File: src/rtl/spi_cmd_rx.sv
module spi_cmd_rx #(
  parameter int WORD_W = 16,
  parameter int OP_W = 4,
  parameter logic [OP_W-1:0] OP_MODE = 4'h1,
  parameter logic [OP_W-1:0] OP_TRACE = 4'h2,
  parameter logic [WORD_W-OP_W-1:0] MODE_OFF = '0
) (
  input  logic                     clk,
  input  logic                     rst_n,
  input  logic                     sck,
  input  logic                     cs_n,
  input  logic                     mosi,
  output logic [WORD_W-OP_W-1:0]   mode_q,
  output logic                     trace_en,
  output logic                     mode_stb,
  output logic                     trace_stb,
  output logic                     antenna_off
);
  localparam int ARG_W = WORD_W - OP_W;
  localparam int CNT_W = $clog2(WORD_W + 1);
  localparam logic [CNT_W-1:0] LAST = CNT_W'(WORD_W - 1);
  localparam logic [CNT_W-1:0] FULL = CNT_W'(WORD_W);

  logic [2:0]        sck_sy;
  logic [1:0]        cs_sy, mosi_sy;
  logic [CNT_W-1:0]  cnt;
  logic [WORD_W-2:0] shreg;

  wire sck_rise = sck_sy[1] & ~sck_sy[2];
  wire cs_act   = ~cs_sy[1];
  wire [WORD_W-1:0] word = {shreg, mosi_sy[1]};
  wire [OP_W-1:0]   op   = word[WORD_W-1 -: OP_W];
  wire [ARG_W-1:0]  arg  = word[ARG_W-1:0];
  wire last_bit = cs_act & sck_rise & (cnt == LAST);
  wire wr_mode  = last_bit & (op == OP_MODE);
  wire wr_trace = last_bit & (op == OP_TRACE) & (arg == '0 || arg == ARG_W'(1));

  always_ff @(posedge clk or negedge rst_n) begin
    if (!rst_n) begin
      sck_sy  <= '0;
      cs_sy   <= '1;
      mosi_sy <= '0;
    end else begin
      sck_sy  <= {sck_sy[1:0], sck};
      cs_sy   <= {cs_sy[0], cs_n};
      mosi_sy <= {mosi_sy[0], mosi};
    end
  end

  always_ff @(posedge clk or negedge rst_n) begin
    if (!rst_n) begin
      cnt   <= '0;
      shreg <= '0;
    end else if (!cs_act) begin
      cnt <= '0;
    end else if (sck_rise && cnt != FULL) begin
      cnt   <= cnt + 1'b1;
      shreg <= word[WORD_W-2:0];
    end
  end

  always_ff @(posedge clk or negedge rst_n) begin
    if (!rst_n) begin
      mode_q    <= MODE_OFF;
      trace_en  <= 1'b0;
      mode_stb  <= 1'b0;
      trace_stb <= 1'b0;
    end else begin
      mode_stb  <= wr_mode;
      trace_stb <= wr_trace;
      if (wr_mode)  mode_q   <= arg;
      if (wr_trace) trace_en <= arg[0];
    end
  end

  assign antenna_off = (mode_q == MODE_OFF);

  assert_strobes_exclusive_R10: assert property (@(posedge clk) disable iff (!rst_n)
    $onehot0({mode_stb, trace_stb}));
  assert_mode_only_on_stb_R10: assert property (@(posedge clk) disable iff (!rst_n)
    !$stable(mode_q) |-> mode_stb);
  assert_trace_only_on_stb_R4: assert property (@(posedge clk) disable iff (!rst_n)
    !$stable(trace_en) |-> trace_stb);
  assert_mode_stb_single_R3: assert property (@(posedge clk) disable iff (!rst_n)
    mode_stb |=> !mode_stb);
  assert_trace_stb_single_R4: assert property (@(posedge clk) disable iff (!rst_n)
    trace_stb |=> !trace_stb);
  assert_no_write_when_idle_R6: assert property (@(posedge clk) disable iff (!rst_n)
    !cs_act |=> !(mode_stb || trace_stb));
endmodule

File: config.mk
export PLATFORM = sky130hd
export DESIGN_NAME = spi_cmd_rx
export DESIGN_NICKNAME = d
export VERILOG_FILES = /design/src/rtl/spi_cmd_rx.sv
export SDC_FILE = /design/constraint.sdc
export NUM_CORES = 1
export LEC_CHECK = 0
export ABC_AREA = 1
export BUFFER_PORTS_ARGS = -buffer_cell sky130_fd_sc_hd__buf_2
export CAP_MARGIN = 0
export CORE_MARGIN = 2
export CORE_UTILIZATION = 57
export CTS_CLUSTER_DIAMETER = 200
export CTS_CLUSTER_SIZE = 14
export DETAILED_ROUTE_END_ITERATION = 10
export PLACE_DENSITY = 0.78
export SYNTH_ARGS = -nofsm -noshare
export SYNTH_HDL_FRONTEND = slang
export SYNTH_SLANG_ARGS = --single-unit
File: constraint.sdc
create_clock -name clk -period 2 [get_ports clk]
set_input_delay 0.1 -clock clk [delete_from_list [all_inputs] [get_ports clk]]
set_output_delay 0.1 -clock clk [all_outputs]
set_load 0.005 [all_outputs]
### Yosys cells after proc, flatten, opt, wreduce, memory -nomap -nowiden

Cells that the tools add are included.

* bits in writable memories: 0
* bits of input ports: 5
* logic and storage cells: 31
* latch bits: 0
* register bits after elaboration: 42
* ROM bits: 0
* memories kept: 0

* shifts and indexed selects: 0
* multiply operators: 0
* reductions and logical operators: 6
* div/mod/pow operators: 0
* order comparisons: 0
* bitwise operators: 8
* add/sub/neg operators: 1
* multiplexer cells: 2
* equality and inequality tests: 5

Operators by type and width (count)
* $logic_not 12->1: 2
* $eq 12x1->1 const B: 1
* $mux 5: 2
* $and 1x1->1: 6
* $add 5x1->5 const B: 1
* $eq 5x4->1 const B: 1
* $ne 5x5->1 const B: 1
* $eq 4x1->1 const B: 1
* $eq 4x2->1 const B: 1
* $not 1->1: 2
* $reduce_and 2->1: 1
* $reduce_bool 2->1: 1
* $logic_and 1x1->1: 1
* $logic_or 1x1->1: 1

### Longest topological paths before layout

Gate-level depths: netlist of run 1.

* depth after elaboration: 6
* depth in mapped cells: 10

### Least setup slack after synthesis of run 1

Ideal clock, no wire load.

* path kind: register -> register
* from: register cnt[1]
* to: register mode_q[5]
* period minus slack after synthesis: 1.506 ns
* arrival time: 1.388 ns
* stages on the path, launching flop included: 11
* setup slack: 0.494 ns
* library setup time: 0.118 ns
* path buffers: 1
* cells stage by stage: dfrtp_1 -> ha_1 -> nand2_1 -> nor2_1 -> ha_1 -> nand2_2 -> nor2_4 -> nand3_4 -> buf_6 -> nand2_1 -> o21ai_2

* cells in the longest elaborated chain, start to end: 3

RTL lines
* start, declared: RTL line 26 `logic [CNT_W-1:0] cnt;`
* start signal, assigned: RTL line 57 `cnt <= cnt + 1'b1;`
* $eq 5x4->1: RTL line 34 `wire last_bit = cs_act & sck_rise & (cnt == LAST);`
* $and 1x1->1: RTL line 34
* $and 1x1->1: RTL line 35 `wire wr_mode = last_bit & (op == OP_MODE);`
* end signal, assigned: RTL line 71 `if (wr_mode) mode_q <= arg;`
* end, declared: RTL line 13 `output logic [WORD_W-OP_W-1:0] mode_q,`

Every way passes these cells.
A chain may end at the register's enable or synchronous reset.

### Worst setup path in the final report of run 1

* from: register cnt[0]
* to: register mode_q[2]

The elaborated chain is that of the path after synthesis.

==> results of run 1 <==
[area by class of cell]
class,instances,area share
Sequential cell,42,0.508
Multi-Input combinational cell,113,0.314
Timing Repair Buffer,25,0.0772
Inverter,25,0.0453
Clock buffer,7,0.0266
Tap cell,44,0.0266
Clock inverter,1,0.00241
[synth_stat cells, types with 3 or more instances]
library cell | instances | area, um2
o21ai_2 | 24 | 210
nand3_1 | 4 | 20.0
nand2_1 | 48 | 180
dfrtp_1 | 40 | 1000
inv_1 | 24 | 90.1
ha_1 | 3 | 37.5
o21ai_1 | 3 | 15.0
nor2_1 | 19 | 71.3
buf_6 | 4 | 45.0
[power breakdown]
| part | switching (mW) | total, mW | internal, mW |
|---|---|---|---|
| Clock | 0.258 | 0.429 | 0.171 |
| Sequential | 0.0391 | 0.939 | 0.900 |
| Combinational | 0.124 | 0.189 | 0.0648 |
| Total | 0.421 | 1.56 | 1.14 |
[flip-flops by register name, indices dropped and copies added (netlist names)]
register / cells
mode_stb: 1
mode_q: 12
shreg: 15
mosi_sy: 2
cnt: 5
sck_sy: 3
cs_sy: 2
trace_stb: 1
trace_en: 1
[logic make-up after synthesis]
| family | synth area share |
|---|---|
| compound gates | 0.124 |
| xor+xnor | 0.00473 |
| fa+ha+maj | 0.0203 |
| buf+inv | 0.0791 |
| flops | 0.569 |
| mux | 0.0122 |
| simple gates | 0.190 |
[placed cells by master (no fill, tap or decap)]
| cell | n |
|---|---|
| clkbuf_4 | 5 |
| o21ai_1 | 3 |
| buf_2 | 20 |
| buf_12 | 1 |
| dlygate4sd3_1 | 4 |
| clkinv_2 | 1 |
| inv_1 | 24 |
| ha_1 | 3 |
| nor2_1 | 19 |
| mux2i_4 | 1 |
| inv_2 | 1 |
| nor2_4 | 1 |
| nand3_1 | 4 |
| nand3_2 | 2 |
| o21ai_2 | 24 |
| dfstp_2 | 2 |
| o21ai_0 | 1 |
| nor4_1 | 1 |
| nand4_1 | 2 |
| dfrtp_1 | 40 |
| nand2_1 | 48 |
| xnor2_1 | 1 |
| clkbuf_1 | 1 |
| nand2_2 | 2 |
| clkbuf_8 | 1 |
| nand3_4 | 1 |
[stage by stage]
step | util | cells
after floorplan | - | 185
after global placement | 0.641 | 245
after detailed placement | 0.641 | 245
after CTS | 0.674 | 257
after global routing | 0.674 | 257
final | 0.674 | 257
[how the worst max path moves through the flow]
stage / to / cells after the start
after floorplan: mode_q[5] / 10
after global placement: mode_q[0] / 9
after detailed placement: mode_q[2] / 9
after CTS: mode_q[2] / 9
after global routing: mode_q[2] / 9
final: mode_q[2] / 9
[metal layers]
| metal | vias to the layer above | share of wire | track usage |
|---|---|---|---|
| li1 | 633 | - | - |
| met1 | 646 | 0.44 | 0.243 |
| met2 | 31 | 0.50 | 0.335 |
| met3 | 6 | 0.041 | 0.0704 |
| met4 | 0 | 0.017 | 0.0745 |
| met5 | - | 0 | 0 |
[critical path, stage by stage, from the launching register on]
cell and delay [ps]:
dfrtp_1 430, ha_1 210, nand2_1 60, nor2_1 100, ha_1 170, nand2_2 70
nor2_4 130, nand3_4 280, nand2_1 190, o21ai_2 60
==> impl_metrics.yaml, run 1 <==
grt:
  grt_pass1_vias: 1238
  grt_max_degree: 43
  grt_pass1_wl_mm: 5.29
  track_usage: 0.201
  gr-total-overflow: 0
  grt_antenna_before_repair: 0
clock_network:
  cts_sinks: 42
  cts.htree.levels: 2
  cts_setup_buffers: 0
  holdBufCountCts: 4
  cts-resized-gates: 0
  tritoncts: "yes"
  clk_latency_ps: 350
  numCtsBuffers: 5
  ctsRootBufferMaster: "clkbuf_4"
  cts_buffer_depth: 2
  clk_pin_slew_ps: 110
detailed_routing:
  vias_per_cell: 5.12
  antenna_left: 0
  finalWirelength_mm: 3.07
  drc: 0
  via_count: 1316
  wl_per_cell_um: 11.9
  firstDrtPassIters: 4
  dr.first_iter.drc_count: 47
layout:
  diodes: 0
  register_area_mm2: 0.00105
  n_fill_cell: 247
  finish.instance_area_mm2: 0.00207
  multi_input_area_um2: 651
  final_nets: 220
  area_growth_pct: 12.0
  drive_gt1_frac: 0.291
placement:
  portBuffers: 20
  hpwl_mm: 2.20
  pre_cts_ws_ps: 195
  gp_congestion: 0.741
  dpl_cell_area_mm2: 0.00197
synth:
  synth-seq-cells: 42
  synth_area_mm2: 0.00185
  syn_avg_cell_area_um2: 10.0
  yosys_warnings: 0
  async_reset_ff_frac: 1.00
  synth_cells: 185
  ys_seq_area_frac: 0.569
  synth_edf_count: 0
  syn_nets: 193
  synth_cell_types: 21
  ys.flop_type: "dfrtp_1"
floorplanning:
  die_area_mm2: 0.00372
  core_mm2: 0.00308
  num_rows: 20
  io_pins: 21
  die_h_um: 61.0
  initial_core_util: 0.601
  die-width_um: 61.0
sta:
  hold_viol: 0
  fin_hold_ws_ps: 364
  max_freq_mhz: 554
  drv_slew: 0
  finClkSkew_ps: 11.2
  rsz0062_at_grt: "false"
  fin_setup_tns_ps: 0
  timing.final.ws_setup_ps: 194
  slew_headroom: 0.405
  setup_viol: 0
  worstMarginPinSlew_ps: 893
  period_needed_ps: 1810
  timing.final.crit_share: 0.903
pwr:
  report.power.total_mw: 1.56
  ir_drop_mv: 0.480
  powerDensity_mw_per_mm2: 751
  p_leak_nw: 1.05
setup_path:
  r2r-end: "mode_q[2]"
  reg2regPathDepth: 9
  critPathLaunchType: "register"
  r2r_slack_ps: 190
  r2r_start: "cnt[0]"
  cp.required_ps: 2250
  worstPathMaxFanout: 25
  arrival_ps: 2050
  startpoint: "cnt[0]"
  endpoint_kind: "register"
  path_class: "reg2reg"
flow_run:
  cap_violations: 0
hold_path:
  holdCritPathClass: "reg2reg"
  worstHoldStart: "sck_sy[0]"
  min_path_cells: 0
  holdPathEnd: "sck_sy[1]"
run_status:
  outcome: "completed"
Power figures use the tool's default switching activity.
==> run 2: changes to the inputs <==
Settings changed: ABC_AREA 1 to unset, CORE_UTILIZATION 57 to 56, HOLD_SLACK_MARGIN set to 0.05, PLACE_DENSITY 0.78 to 0.77, RECOVER_POWER set to 100.
==> run 2 against run 1 <==
- synthesized area fell by 4.6%
- global-route usage fell by 2.5 points
- register-to-register slack got worse by 90 ps
- first-iteration DRC count decreased by 62%
- critical path depth is 2 lower
- worst setup slack got worse by 91 ps
- clock power grew 23%
- non-clock buffer count increased by 3
- power increased by 11%
- synthesized cell count decreased by 40%
- clock-buffer cell count shrank 1
- critical endpoint is now mode_q[1]
==> impl_metrics.yaml, run 2 <==
sta:
  period_needed_ps: 1900
  drv_slew: 0
  rsz0062_at_grt: "false"
  timing.final.ws_setup_ps: 103
  fin_setup_tns_ps: 0
  setup_viol: 0
  slew_headroom: 0.350
  timing.final.crit_share: 0.949
  max_freq_mhz: 527
  hold_viol: 0
  finClkSkew_ps: 17.3
  worstMarginPinSlew_ps: 975
detailed_routing:
  drc: 0
  vias_per_cell: 5.21
  via_count: 979
  antenna_left: 0
  firstDrtPassIters: 4
  dr.first_iter.drc_count: 18
  wl_per_cell_um: 14.4
  finalWirelength_mm: 2.71
synth:
  ys_seq_area_frac: 0.597
  synth_edf_count: 0
  post-synth-top-area-cell: "dfrtp_1"
  synth_cell_types: 27
  synth_cells: 111
  synth_area_mm2: 0.00177
  syn_avg_cell_area_um2: 15.9
  synth_top_cell_area_share: 0.567
  yosys_warnings: 0
  syn_nets: 119
  ys.flop_type: "dfrtp_1"
  synthTopCellsByArea: "dfrtp_1 57%, mux2_4 16%, mux2_2 5.7%"
  synthTopCellsByCount: "40 x dfrtp_1, 19 x mux2_4, 9 x mux2_2, 5 x nor2_1, 5 x nor4_1"
  async_reset_ff_frac: 1.00
  synth-seq-cells: 42
  post-synth-top-count-cell: "dfrtp_1"
clock_network:
  cts_sinks: 42
  numCtsBuffers: 5
  tritoncts: "yes"
  ctsRootBufferMaster: "clkbuf_4"
  cts_buffer_depth: 2
  cts.htree.levels: 2
  clk_pin_slew_ps: 120
  clk_latency_ps: 350
floorplanning:
  initial_core_util: 0.583
  io_pins: 21
  die-width_um: 60.1
  die_h_um: 60.1
  core_mm2: 0.00303
  die_area_mm2: 0.00362
  num_rows: 20
setup_path:
  worstPathMaxFanout: 13
  reg2regPathDepth: 7
  critPathLaunchType: "register"
  arrival_ps: 2130
  path_class: "reg2reg"
  cp.required_ps: 2230
  endpoint_kind: "register"
grt:
  busiest_layer: "met2"
  use_met3: 0.0519
  track_usage: 0.176
  gr-total-overflow: 0
  grt_max_degree: 43
  grt_antenna_before_repair: 0
  use_met2: 0.264
  grt_pass1_wl_mm: 4.54
  grt_pass1_vias: 990
  met1_usage: 0.233
placement:
  pre_cts_ws_ps: 20.0
  placedCellCount: 175
  dpl_cell_area_mm2: 0.00193
  gp_congestion: 0.753
  portBuffers: 20
  hpwl_mm: 1.83
layout:
  final_common_cell: "dfrtp_1"
  top_register: "shreg"
  final_util: 0.662
  reg.largest.list: "shreg (15), mode_q (12), cnt (5)"
  stdcell_count: 188
  n_fill_cell: 248
  final_nets: 151
  layout_common_cells: "40 x dfrtp_1, 12 x buf_2, 11 x mux2_4"
  diodes: 0
  largest_reg_flops: 15
  finish.instance_area_mm2: 0.00200
  area_growth_pct: 13.5
  drive_gt1_frac: 0.354
hold_path:
  holdCritPathClass: "reg2reg"
  min_path_cells: 0
flow_run:
  cap_violations: 0
pwr:
  p_leak_nw: 1.03
  ir_drop_mv: 0.688
  powerDensity_mw_per_mm2: 859
run_status:
  outcome: "completed"
## run 2: cell count changes in the layout (fill, tap and decap cells not counted), sizes merged, moves of 6 or more
cell / delta
nand3: -6
inv: -21
nand2: -48
mux2: +28
nor2: -15
o21ai: -28
clkbuf: +6
## run 2: power breakdown
| part | switching [mW] | internal [mW] |
|---|---|---|
| clock network | 0.264 | 0.264 |
| registers | 0.0902 | 0.933 |
| logic | 0.0785 | 0.0924 |
## run 2: stage by stage
stage / total power [mW] / hold slack (ps)
CTS: 1.78 / 365
detailed placement: 1.24 / 212
floorplan: 1.17 / -196
finish: 1.72 / 361
global placement: 1.23 / 205
global route: 1.80 / 371
## run 2: final cells by class
| type | count | area [um2] | share of cell area |
|---|---|---|---|
| flip-flops and latches | 42 | 1050 | 0.526 |
| multi-input cells | 62 | 624 | 0.311 |
| repair buffers | 28 | 178 | 0.0886 |
| well taps | 44 | 55.1 | 0.0275 |
| clock buffers | 6 | 41.3 | 0.0206 |
| clock inverters | 2 | 37.5 | 0.0187 |
| inverters | 4 | 15.0 | 0.00749 |
## run 2: path summary, 6_finish.rpt
| path | start | end | slack (ps) |
|---|---|---|---|
| min in group asynchronous | rst_n | mode_stb | 420 |
| worst max-delay path | cnt[0] | mode_q[1] | 100 |
| worst min-delay path | mosi_sy[0] | mosi_sy[1] | 360 |
| worst max register to register | cnt[0] | mode_q[1] | 100 |
| max in group asynchronous | rst_n | cnt[4] | 970 |
| worst min register to register | mosi_sy[0] | mosi_sy[1] | 360 |
## run 2: worst max-delay path, cell delays in order (launching register included)
cell and delay [ps]:
dfrtp_1 430, ha_1 190, and3_1 150, ha_1 140, nor4b_4 230, nand4b_2 160
buf_12 180, mux2_4 290
## run 2: cells by family after synthesis
kind of cell             after synthesis  synth area share
flip-flops                            42             0.597
adder cells (fa/ha/maj)                3            0.0213
multiplexers                          28             0.219
AND/OR/NAND/NOR                       25             0.108
AO/OA/AOI/OAI                          3           0.00992
XOR/XNOR                               3            0.0149
buffers and inverters                  7            0.0298
## run 2: metal layers
metal | share of wire | vias to the layer above | wire length [um]
met5 | 0 | - | 0
li1 | - | 458 | -
met2 | 0.48 | 22 | 1290
met3 | 0.043 | 6 | 117
met1 | 0.46 | 493 | 1250
met4 | 0.020 | 0 | 54
## run 2: repair_timing
action                                  4_1_cts  5_1_grt
hold endpoints to repair                     43        0
buffers inserted                              0        1
cloned                                        0        0
hold buffers                                  4        0
endpoints found under the setup margin        1        6
resized for setup                             1        0
pin swaps                                     0        1
